<file path="src/rtl/msix_pend_pkg.sv">
package msix_pend_pkg;
    typedef enum logic [1:0] {
        ST_IDLE = 2'd0,
        ST_HELD = 2'd1,
        ST_REQ  = 2'd2
    } pend_state_t;
endpackage

</file>
<file path="src/rtl/msix_dis_edge.sv">
module msix_dis_edge (
    input  logic clk,
    input  logic rst_n,
    input  logic int_dis_i,
    output logic dis_fall_o
);
    logic dis_q;

    always_ff @(posedge clk) begin
        if (!rst_n) dis_q <= 1'b1;
        else        dis_q <= int_dis_i;
    end

    assign dis_fall_o = dis_q & ~int_dis_i;

    // a reset leaves the stored disable high, so a low disable right after reset is seen as a fall
    p_reset_prev_r1: assert property (@(posedge clk)
        !rst_n |=> (int_dis_i == 1'b0) == dis_fall_o);
endmodule

</file>
<file path="src/rtl/msix_pend_fsm.sv">
module msix_pend_fsm
    import msix_pend_pkg::*;
(
    input  logic clk,
    input  logic rst_n,
    input  logic evt_i,
    input  logic int_dis_i,
    input  logic vec_mask_i,
    input  logic fn_mask_i,
    input  logic post_ack_i,
    input  logic dis_fall_i,
    output logic msg_req_o,
    output logic pend_o
);
    pend_state_t state_q, state_d;
    logic gen, unmasked;

    assign gen      = evt_i & ~int_dis_i;
    assign unmasked = ~vec_mask_i & ~fn_mask_i;

    always_comb begin
        state_d = state_q;
        unique case (state_q)
            ST_IDLE: begin
                if (gen) state_d = unmasked ? ST_REQ : ST_HELD;   // FAST_ISSUE / ACCEPT
            end
            ST_HELD: begin
                if (dis_fall_i && !gen) state_d = ST_IDLE;        // DISCARD
                else if (unmasked)      state_d = ST_REQ;         // UNMASK
            end
            ST_REQ: begin
                if (post_ack_i) begin
                    if (gen) state_d = unmasked ? ST_REQ : ST_HELD; // REARM
                    else     state_d = ST_IDLE;                     // POSTED
                end
            end
            default: state_d = ST_IDLE;
        endcase
    end

    always_ff @(posedge clk) begin
        if (!rst_n) state_q <= ST_IDLE;
        else        state_q <= state_d;
    end

    always_comb begin
        pend_o    = (state_q != ST_IDLE);
        msg_req_o = (state_q == ST_REQ);
    end

    // an outstanding request is held until the acknowledge
    p_req_hold_r6: assert property (@(posedge clk) disable iff (!rst_n)
        (msg_req_o && !post_ack_i) |=> msg_req_o);
    // a plain acknowledge empties the flag
    p_ack_clear_r6: assert property (@(posedge clk) disable iff (!rst_n)
        (msg_req_o && post_ack_i && !evt_i) |=> !pend_o);
    // no new request while a mask is set
    p_mask_block_r3: assert property (@(posedge clk) disable iff (!rst_n)
        (!msg_req_o && (vec_mask_i || fn_mask_i)) |=> !msg_req_o);
    // unmasked event in idle requests on the next cycle
    p_fast_issue_r4: assert property (@(posedge clk) disable iff (!rst_n)
        (!pend_o && evt_i && !int_dis_i && !vec_mask_i && !fn_mask_i) |=> msg_req_o);
    // a disable fall discards a held message
    p_discard_r8: assert property (@(posedge clk) disable iff (!rst_n)
        (pend_o && !msg_req_o && dis_fall_i && !evt_i) |=> !pend_o);
    // a disabled event never creates a pending flag
    p_dis_drop_r2: assert property (@(posedge clk) disable iff (!rst_n)
        (!pend_o && int_dis_i) |=> !pend_o);
    // reset state
    p_reset_r1: assert property (@(posedge clk)
        !rst_n |=> (!pend_o && !msg_req_o));
endmodule

</file>
<file path="src/rtl/msix_stat_rd.sv">
module msix_stat_rd #(
    parameter int DATA_W    = 32,
    parameter int ADDR_W    = 4,
    parameter int STAT_ADDR = 0
) (
    input  logic              pend_i,
    input  logic [ADDR_W-1:0] rd_addr_i,
    output logic [DATA_W-1:0] rd_data_o
);
    localparam logic [ADDR_W-1:0] STAT_A = ADDR_W'(STAT_ADDR);
    logic hit;

    assign hit = (rd_addr_i == STAT_A);
    assign rd_data_o[0] = hit & pend_i;

    generate
        if (DATA_W > 1) begin : g_upper
            assign rd_data_o[DATA_W-1:1] = '0;
        end
    endgenerate

    // the upper bits of the read word are zero
    always_comb begin
        p_upper_zero_r9: assert ((rd_data_o >> 1) == '0);
    end
endmodule

</file>
<file path="src/rtl/msix_pend_ctrl.sv">
module msix_pend_ctrl #(
    parameter int DATA_W    = 32,
    parameter int ADDR_W    = 4,
    parameter int STAT_ADDR = 0
) (
    input  logic              clk,
    input  logic              rst_n,
    input  logic              evt_i,
    input  logic              int_dis_i,
    input  logic              vec_mask_i,
    input  logic              fn_mask_i,
    input  logic              post_ack_i,
    output logic              msg_req_o,
    output logic              pend_o,
    input  logic [ADDR_W-1:0] rd_addr_i,
    output logic [DATA_W-1:0] rd_data_o
);
    logic dis_fall;

    msix_dis_edge u_edge (
        .clk        (clk),
        .rst_n      (rst_n),
        .int_dis_i  (int_dis_i),
        .dis_fall_o (dis_fall)
    );

    msix_pend_fsm u_fsm (
        .clk        (clk),
        .rst_n      (rst_n),
        .evt_i      (evt_i),
        .int_dis_i  (int_dis_i),
        .vec_mask_i (vec_mask_i),
        .fn_mask_i  (fn_mask_i),
        .post_ack_i (post_ack_i),
        .dis_fall_i (dis_fall),
        .msg_req_o  (msg_req_o),
        .pend_o     (pend_o)
    );

    msix_stat_rd #(
        .DATA_W    (DATA_W),
        .ADDR_W    (ADDR_W),
        .STAT_ADDR (STAT_ADDR)
    ) u_stat (
        .pend_i    (pend_o),
        .rd_addr_i (rd_addr_i),
        .rd_data_o (rd_data_o)
    );
endmodule

</file>
<file path="config.mk">
export PLATFORM = sky130hd
export DESIGN_NAME = msix_pend_ctrl
export DESIGN_NICKNAME = d
export VERILOG_FILES = /design/src/rtl/msix_pend_pkg.sv /design/src/rtl/msix_dis_edge.sv /design/src/rtl/msix_pend_fsm.sv /design/src/rtl/msix_stat_rd.sv /design/src/rtl/msix_pend_ctrl.sv
export SDC_FILE = /design/constraint.sdc
export NUM_CORES = 1
export LEC_CHECK = 0
export BUFFER_PORTS_ARGS = -buffer_cell sky130_fd_sc_hd__buf_4
export CORE_AREA = 4 4 41 43
export DETAILED_ROUTE_END_ITERATION = 12
export DIE_AREA = 0 0 45 47
export PLACE_DENSITY = 0.74
export SLEW_MARGIN = 20
export SYNTH_ARGS = -nofsm -noshare
export SYNTH_HDL_FRONTEND = slang
export SYNTH_SLANG_ARGS = --single-unit
</file>
<file path="constraint.sdc">
create_clock -name clk -period 2.64 [get_ports clk]
set_clock_uncertainty 0.2 [all_clocks]
set_input_delay 0.528 -clock clk [delete_from_list [all_inputs] [get_ports clk]]
set_output_delay 0.528 -clock clk [all_outputs]
set_load 0.01 [all_outputs]
</file>
# Word-level counts from Yosys, hierarchy flattened
# Index checks and enable logic that the tools add are counted.
# Widths: inputs -> output; s select.
dict set report op_classes {
  n_bitwise 7
  reduce_logical 6
  mux 7
  n_eq_ne 5
}
# op count
set op_table {}
lappend op_table {{$mux 2} 6}
lappend op_table {{$pmux 2 s3} 1}
lappend op_table {{$and 1x1->1} 4}
lappend op_table {{$logic_not 4->1} 1}
lappend op_table {{$ne 3x1->1 const B} 1}
lappend op_table {{$not 1->1} 3}
lappend op_table {{$reduce_and 3->1} 1}
lappend op_table {{$eq 2x1->1 const B} 1}
lappend op_table {{$eq 2x2->1 const B} 1}
lappend op_table {{$logic_not 2->1} 1}
lappend op_table {{$ne 2x1->1 const B} 1}
lappend op_table {{$ne 2x2->1 const B} 1}
lappend op_table {{$reduce_bool 2->1} 1}
lappend op_table {{$logic_and 1x1->1} 1}
lappend op_table {{$logic_not 1->1} 1}
dict set report word_totals {
  in_bits 11
  word_cells 27
  out_inout_bits 34
  register_bits 3
}

# Longest topological paths before layout
# Gate-level depths: netlist of the first run.
dict set report logic_depth {
  ltp_word 6
  ltp_mapped 4
  depth_no_buf 4
}

# Hierarchy
# From an unflattened synthesis of the first run, not the netlist that was laid out.
dict set report hier_totals {
  cells_unflattened 53
  hier_area_um2 411.6
}
# mod seq_area_each_um2 cells_each area_each_um2 n_inst
set modules_own_cells {}
lappend modules_own_cells {msix_stat_rd 0.0 34 255.2 1}
lappend modules_own_cells {msix_pend_fsm 40.0 16 123.9 1}
lappend modules_own_cells {msix_dis_edge 20.0 3 32.5 1}

# Least setup slack after synthesis of the first run
# OpenSTA, ideal clock, no wires.
dict set report synth_path {
  kind {input port to output port}
  from {input port rd_addr_i[1]}
  to {output port rd_data_o[0]}
  path_stages 2
  t_required_ps 1912
  path_buffers 0
  arrival_ps 1209
  path_slack_ps 703
  path_cell_list {or4_1 nor2_1}
}
dict set report synth_between {
  elab_chain_cells 2
}
# item line_no
set synth_lines {}
lappend synth_lines {{from (decl)} msix_pend_ctrl.sv:15} ;# input logic [ADDR_W-1:0] rd_addr_i,
lappend synth_lines {{$logic_not 4->1} msix_stat_rd.sv:13} ;# assign hit = (rd_addr_i == STAT_A);
lappend synth_lines {{$and 1x1->1} msix_stat_rd.sv:14} ;# assign rd_data_o[0] = hit & pend_i;
lappend synth_lines {{to (decl)} msix_pend_ctrl.sv:16} ;# output logic [DATA_W-1:0] rd_data_o
# Every way passes these cells.

# Worst setup path after layout of the first run
# Ends and elaborated chain as after synthesis.

==> results.yml, run 1 <==
status:
  outcome: "completed"
setup_path:
  crit_buf_inv: 2
  crit_path_cell_trace: "buf_4 > or4_1 > nor2_1 > buf_4"
  criticalPathCategory: "in -> out"
  r2r_setup_slack_ps: 1450
  cpMostUsedCell: "buf_4"
  worst-path-stages: 4
  required_ps: 1910
  cp_slowest_cell: "or4_1"
  endpoint: "rd_data_o[0]"
  max_stage_delay_ps: 510
  reg2reg_to: "u_fsm.state_q[1]"
  reg2reg_from: "u_fsm.state_q[1]"
  endpoint_kind: "output port"
  crit_fanout: 1
  start_kind: "input pin"
  cp.arrival_ps: 1370
  startpoint: "rd_addr_i[1]"
  r2r_cells: 2
  critPathTopFamily: "simple AND/OR/NAND/NOR gates"
final_layout:
  final_nets: 82
  mostFrequentLayoutCells: "conb_1, buf_4, nor2_1, clkbuf_4, dfxtp_1"
  final_util_pct: 33.94
  fillers: 144
  syn2layout_area_growth_pct: 5.373
  final_layout_size_suffix_gt1_share_pct: 25.71
  final_common_cell: "conb_1"
  diodes: 0
placed_design:
  numPortBuffers: 13
  dp_hpwl_um: 632.7
  gp_congestion: 0.6717
sta:
  drv_slew: 0
  period_needed_ps: 2097
  rsz0062_at_grt: "no"
  max_freq_ghz: 0.4769
  fin_crit_sh_pct: 79.43
  hold_violations: 0
  fin_tns_setup_ps: 0
  setup_viol: 0
synth:
  avgSynthCellArea_um2: 7.762
  ys_ff_latch: 3
  synth_mux_area_share_pct: 0
  yosysWarnings: 0
  synth_fa_ha_area_share_pct: 0
  synth_top_family_by_area: "buffers and inverters"
  synthDistinctLibCells: 17
  synthCells: 54
  netlist_area_um2: 419.2
  yosysTopAreaCellShare_pct: 55.52
  synth-compound-area-share_pct: 8.060
  synth_xor_area_share_pct: 0
  ys_seq_area_share_pct: 14.33
  yosys.area_share.simple_pct: 20.30
  synth_area_leaders: "buf_4, dfxtp_1, nand2b_4"
  synth_top_cell_by_area: "buf_4"
global_route:
  gr-total-overflow: 0
  first_global_vias: 257
  track_usage_pct: 7.103
  grt_antenna_before_repair: 0
  grt_pass1_wl_um: 1007
  grt_max_degree: 7
run:
  max_cap_violations: 0
clocking:
  hold_buffers: 0
  cts_root_buffer: "clkbuf_4"
  ctsHtreeMaxLevel: 1
  clock_path_buffers: 2
  clk_pin_slew_ps: 40
  clk_latency_ps: 230
  numCtsBuffers: 3
  cts_tree: "yes"
  cts_sinks: 3
  cts_setup_buffers: 0
  ctsResizeCount: 0
floorplanning:
  num_rows: 13
  die_y_um: 47
  fp.dieW_um: 45
  start_util_pct: 32.21
  num_io_pins: 45
  die_area_mm2: 0.002115
  core_area_mm2: 0.001301
detailed_routing:
  wl_um: 730
  wire_per_inst_um: 8.588
  vias: 305
  drt_pass1_iterations: 4
  drc: 0
  vias_per_cell: 3.588
  first_iter_violations: 2
  ant_nets: 0
hold_path:
  hold_path.class: "in -> reg"
power:
  power_density_mw_per_mm2: 440.2
  ir_drop_v: 0.0001440
  p_leak_nw: 0.2562
==> report_power, final <==
part	leakage (nW)	switching (mW)	total, mW	internal, mW
registers	0.0248	0.00413	0.0532	0.0491
clock network	0.0150	0.0250	0.0818	0.0567
logic	0.216	0.0362	0.0594	0.0232
total	0.256	0.0654	0.194	0.129
==> area by class of cell <==
| type | instances | area, µm² | area share [%] |
|---|---|---|---|
| Sequential cell | 3 | 60.06 | 13.60 |
| Inverter | 1 | 3.754 | 0.8499 |
| Clock buffer | 4 | 26.28 | 5.949 |
| Tap cell | 15 | 18.77 | 4.249 |
| Multi-Input combinational cell | 49 | 235.2 | 53.26 |
| Timing Repair Buffer | 13 | 97.59 | 22.10 |
==> Yosys cell counts <==
cell type,number
inv_1,1
a211oi_1,1
o221a_1,1
buf_4,31
o311a_1,1
conb_1,1
nand2_1,2
a21oi_1,1
nor3b_1,1
dfxtp_1,3
nand2b_4,1
nand2b_1,2
or4_1,1
nor2b_1,1
nor2_1,3
nor2_2,1
nor4_1,2
==> metrics by stage <==
| stage | hold slack [ps] | setup slack (ps) | cells | power [mW] | instance area, µm² |
|---|---|---|---|---|---|
| 2_1_floorplan | 401.0 | 703.3 | 84 | 0.1237 | 531.8 |
| 3_3_place_gp | 478.9 | 562.9 | 81 | 0.1110 | 415.4 |
| 3_5_place_dp | 480.8 | 545.4 | 81 | 0.1122 | 415.4 |
| 4_1_cts | 276.8 | 545.3 | 85 | 0.1979 | 441.7 |
| 5_1_grt | 273.8 | 471.4 | 85 | 0.2119 | 441.7 |
| 6_report | 285.2 | 543.0 | 85 | 0.1944 | 441.7 |
==> layer usage <==
| metal | GRT usage [%] | vias up | wire (µm) | share of wire [%] |
|---|---|---|---|---|
| met3 | 4.215 | 0 | 129 | 18 |
| met5 | 0 | - | 0 | 0 |
| met2 | 11.30 | 28 | 343 | 47 |
| met1 | 6.122 | 130 | 257 | 35 |
| li1 | - | 147 | - | - |
| met4 | 7.018 | 0 | 0 | 0 |
==> how the worst min path moves through the flow <==
| stage | startpoint | cells after the start | slack [ps] | endpoint |
|---|---|---|---|---|
| 2_1_floorplan | rst_n | 1 | 400 | u_edge.dis_q |
| 3_3_place_gp | u_fsm.state_q[1] | 2 | 480 | u_fsm.state_q[0] |
| 3_5_place_dp | u_fsm.state_q[1] | 2 | 480 | u_fsm.state_q[0] |
| 4_1_cts | rst_n | 2 | 280 | u_edge.dis_q |
| 5_1_grt | rst_n | 2 | 270 | u_edge.dis_q |
| 6_report | rst_n | 2 | 290 | u_edge.dis_q |
==> registers in the layout, summed over array words and instances (netlist names) <==
signal         flops
u_edge.dis_q       1
u_fsm.state_q      2
==> worst register-to-register path, cell delays in order (launching register included) <==
cell and delay (ps):
dfxtp_1 410, a211oi_1 110, o311a_1 350
==> kinds of logic after synthesis <==
family / after synthesis
AOI/OAI and AO/OA: 4
other: 1
DFF: 3
buffers and inverters: 32
and+or+nand+nor: 14
(Power assumes the default switching activity.)
==> inputs of run 2 (changes only) <==
CORE_AREA = default   (was 4 4 41 43)
CORE_MARGIN = 4   (was default)
CORE_UTILIZATION = 30   (was default)
DIE_AREA = default   (was 0 0 45 47)
clock period = 1.9 ns   (was 2.64 ns; I/O delays follow)
==> run 2 against run 1 <==
Against the previous run:
- core utilization unchanged
- power grew 38%
- wire length decreased by 3.7%
- global-route usage about the same
- clock power rose by 38%
- worst setup slack worse by 420 ps
- sequential share of layout area did not move
- clock-buffer cell count stayed put
- die area fell by 2.6%
- cell count unchanged
- worst hold slack got worse by 150 ps
- combinational power rose by 38%
- critical endpoint unchanged
==> results.yml, run 2 (synthesized netlist as in run 1, its figures left out) <==
clocking:
  hold_buffers: 0
  cts_setup_buffers: 0
  ctsResizeCount: 0
  numCtsBuffers: 3
  clock_path_buffers: 2
  cts_root_buffer: "clkbuf_4"
  ctsHtreeMaxLevel: 1
  cts_tree: "yes"
  clk_pin_slew_ps: 40
  clk_latency_ps: 230
  cts_sinks: 3
detailed_routing:
  vias_per_cell: 3.541
  drt_pass1_iterations: 4
  wl_um: 703
  wire_per_inst_um: 8.271
  first_iter_violations: 2
  vias: 301
  drc: 0
  ant_nets: 0
sta:
  hold_violations: 0
  rsz0062_at_grt: "no"
  fin_tns_setup_ps: 0
  period_needed_ps: 1779
  setup_slack_ps: 120.7
  fin_crit_sh_pct: 93.65
  drv_slew: 0
  holdWs_ps: 131.2
  setup_viol: 0
  max_freq_ghz: 0.5620
placed_design:
  dp.cells: 81
  dp_slack_ps: 118.4
  gp_congestion: 0.6430
  numPortBuffers: 13
  dp_hpwl_um: 623.7
power:
  netSwitchingPower_uw: 89.58
  clkPwrFrac_pct: 42.1
  combPwrFrac_pct: 30.4
  p_leak_nw: 0.2562
  power_density_mw_per_mm2: 608.6
  seqPwrFrac_pct: 27.5
  p_int_uw: 179.2
  sw_frac_of_total_pct: 33.33
  ir_drop_v: 0.0002398
final_layout:
  syn2layout_area_growth_pct: 5.373
  largest_register_ffs: 2
  fin_cells: 85
  final_layout_size_suffix_gt1_share_pct: 25.71
  final_nets: 82
  final_util_pct: 33.94
  diodes: 0
  regMostFlops: "u_fsm.state_q"
  reg_top3: "u_fsm.state_q: 2 flops, u_edge.dis_q: 1 flops"
  final_common_cell: "conb_1"
  mostFrequentLayoutCells: "conb_1, buf_4, nor2_1, clkbuf_4, dfxtp_1"
setup_path:
  criticalPathCategory: "in -> out"
  start_kind: "input pin"
  endpoint_kind: "output port"
  startpoint: "rd_addr_i[1]"
  r2r_cells: 3
  reg2reg_from: "u_fsm.state_q[1]"
  required_ps: 1320
  crit_fanout: 1
  cp.arrival_ps: 1200
global_route:
  grt_pass1_wl_um: 979
  grt_max_degree: 7
  gr-total-overflow: 0
  grt_antenna_before_repair: 0
  track_usage_pct: 7.103
  first_global_vias: 256
hold_path:
  hold_depth: 2
  hold_start: "rst_n"
  hold_path.class: "in -> reg"
run:
  max_cap_violations: 0
floorplanning:
  start_util_pct: 32.21
  die_y_um: 45.38
  num_io_pins: 45
  fp.dieW_um: 45.38
  num_rows: 13
  die_area_mm2: 0.002059
  core_area_mm2: 0.001301
status:
  outcome: "completed"
## run 2: cell counts in the layout (fill, tap and decap cells not counted)
No cell type changed its count.
## run 2: power by group through the flow
stage / combinational (mW) / clock (mW) / sequential [mW]
after CTS: 0.0808 / 0.120 / 0.0738
after global routing: 0.0920 / 0.129 / 0.0753
after global placement: 0.0793 / 0 / 0.0745
after detailed placement: 0.0807 / 0 / 0.0749
after floorplan: 0.0982 / 0 / 0.0737
final: 0.0817 / 0.113 / 0.0739
## run 2: routing by layer
metal	routed length, µm	GRT usage (%)
met2	342	10.86
met4	0	1.754
met1	221	6.176
met3	139	7.905
met5	0	0
## run 2: critical path: stages
cell and delay, ps:
buf_4 100, or4_1 500, nor2_1 90, buf_4 120
## run 2: worst paths after layout
kind,end,slack [ps]
max,rd_data_o[0],120
max reg2reg,u_fsm.state_q[1],720
min reg2reg,u_fsm.state_q[0],480
min,u_edge.dis_q,130
## run 2: stage by stage
stage	total power [mW]	area (µm²)
2_1_floorplan	0.1719	531.8
3_3_place_gp	0.1538	415.4
3_5_place_dp	0.1557	415.4
4_1_cts	0.2744	441.7
5_1_grt	0.2960	441.7
6_report	0.2688	441.7
## run 2: cell type report
| class | instances | area, µm² |
|---|---|---|
| multi-input cells | 49 | 235.2 |
| clock buffers | 4 | 26.28 |
| well taps | 15 | 18.77 |
| flip-flops and latches | 3 | 60.06 |
| repair buffers | 13 | 97.59 |
| inverters | 1 | 3.754 |
| fillers | 148 | 859.6 |
==> inputs of run 3 (changes only) <==
PLACE_DENSITY = 0.81   (was 0.74)
==> run 3 against run 2 <==
Against the previous run:
- final area is the same
- flip-flop and latch count stayed put
- first-iteration DRC count fell by 100%
- maximum frequency down 0.42%
- largest power group unchanged
- highest routed layer unchanged
==> results.yml, run 3 (synthesized netlist as in run 1, its figures left out) <==
floorplanning:
  num_io_pins: 45
  num_rows: 13
  die_y_um: 45.38
  fp.dieW_um: 45.38
  core_area_mm2: 0.001301
  start_util_pct: 32.21
  die_area_mm2: 0.002059
sta:
  period_needed_ps: 1787
  rsz0062_at_grt: "no"
  fin_crit_sh_pct: 94.04
  hold_violations: 0
  drv_slew: 0
  max_freq_ghz: 0.5596
  fin_tns_setup_ps: 0
  setup_viol: 0
setup_path:
  criticalPathCategory: "in -> out"
  r2r_cells: 2
  start_kind: "input pin"
  crit_fanout: 1
  endpoint_kind: "output port"
  cp.arrival_ps: 1210
  required_ps: 1320
clocking:
  ctsHtreeMaxLevel: 1
  cts_tree: "yes"
  clk_pin_slew_ps: 40
  clk_latency_ps: 240
  cts_root_buffer: "clkbuf_4"
  clock_path_buffers: 2
  numCtsBuffers: 3
  ctsResizeCount: 0
  cts_sinks: 3
  hold_buffers: 0
  cts_setup_buffers: 0
detailed_routing:
  drc: 0
  wire_per_inst_um: 8.353
  drt_pass1_iterations: 1
  wl_um: 710
  ant_nets: 0
  vias: 303
  vias_per_cell: 3.565
  first_iter_violations: 0
final_layout:
  largest_register_ffs: 2
  syn2layout_area_growth_pct: 5.373
  fillers: 157
  final_nets: 82
  diodes: 0
  final_common_cell: "conb_1"
  final_layout_size_suffix_gt1_share_pct: 25.71
  reg_top3: "u_fsm.state_q: 2 flops, u_edge.dis_q: 1 flops"
  regMostFlops: "u_fsm.state_q"
  mostFrequentLayoutCells: "conb_1, buf_4, nor2_1, clkbuf_4, dfxtp_1"
hold_path:
  hold_depth: 2
  hold_path.class: "in -> reg"
global_route:
  first_global_vias: 219
  grt_max_degree: 7
  grt_antenna_before_repair: 0
  gr-total-overflow: 0
  grt_pass1_wl_um: 862
  track_usage_pct: 6.215
run:
  max_cap_violations: 0
power:
  power_density_mw_per_mm2: 612.3
  power_uw: 270.5
  p_leak_nw: 0.2562
  ir_drop_v: 0.0002863
status:
  outcome: "completed"
placed_design:
  numPortBuffers: 13
  gp_congestion: 0.5522
  dp_hpwl_um: 631.4
==> run 3: cell counts in the layout (fill, tap and decap cells not counted) <==
No cell type changed its count.
==> run 3: stage by stage <==
stage	utilization [%]	worst slack (ps)	cells	instance area (µm²)	hold slack, ps
6_report	33.94	113.2	85	441.7	132.2
5_1_grt	33.94	74.74	85	441.7	119.3
4_1_cts	33.94	111.7	85	441.7	128.0
3_5_place_dp	31.92	112.2	81	415.4	381.3
3_3_place_gp	31.92	122.3	81	415.4	372.9
2_1_floorplan	-	259.3	84	531.8	253.0
==> run 3: power by group <==
group	internal [mW]	switching, mW	total (mW)
Sequential	0.0682	0.00579	0.0740
Combinational	0.0322	0.0497	0.0819
Clock	0.0789	0.0357	0.115
Total	0.179	0.0911	0.270
==> run 3: final cells by class <==
cell class,instances,area [µm²],share of cell area [%]
multi-input cells,49,235.2,53.26
repair buffers,13,97.59,22.10
flip-flops and latches,3,60.06,13.60
clock buffers,4,26.28,5.949
well taps,15,18.77,4.249
inverters,1,3.754,0.8499
==> run 3: per-layer routing <==
layer	track usage, %	wire length, µm	vias to the layer above
met5	0	0	-
met1	5.701	193	134
li1	-	-	145
met3	8.300	147	0
met4	0	0	0
met2	8.914	368	24
==> run 3: path summary, 6_finish.rpt <==
path / end / start / slack [ps]
max: rd_data_o[0] / rd_addr_i[1] / 110
min: u_edge.dis_q / rst_n / 130
min reg2reg: u_fsm.state_q[0] / u_fsm.state_q[1] / 490
max reg2reg: u_fsm.state_q[1] / u_fsm.state_q[1] / 710
==> run 3: critical path: stages <==
cell    delay (ps)
buf_4          100
or4_1          500
nor2_1         100
buf_4          120
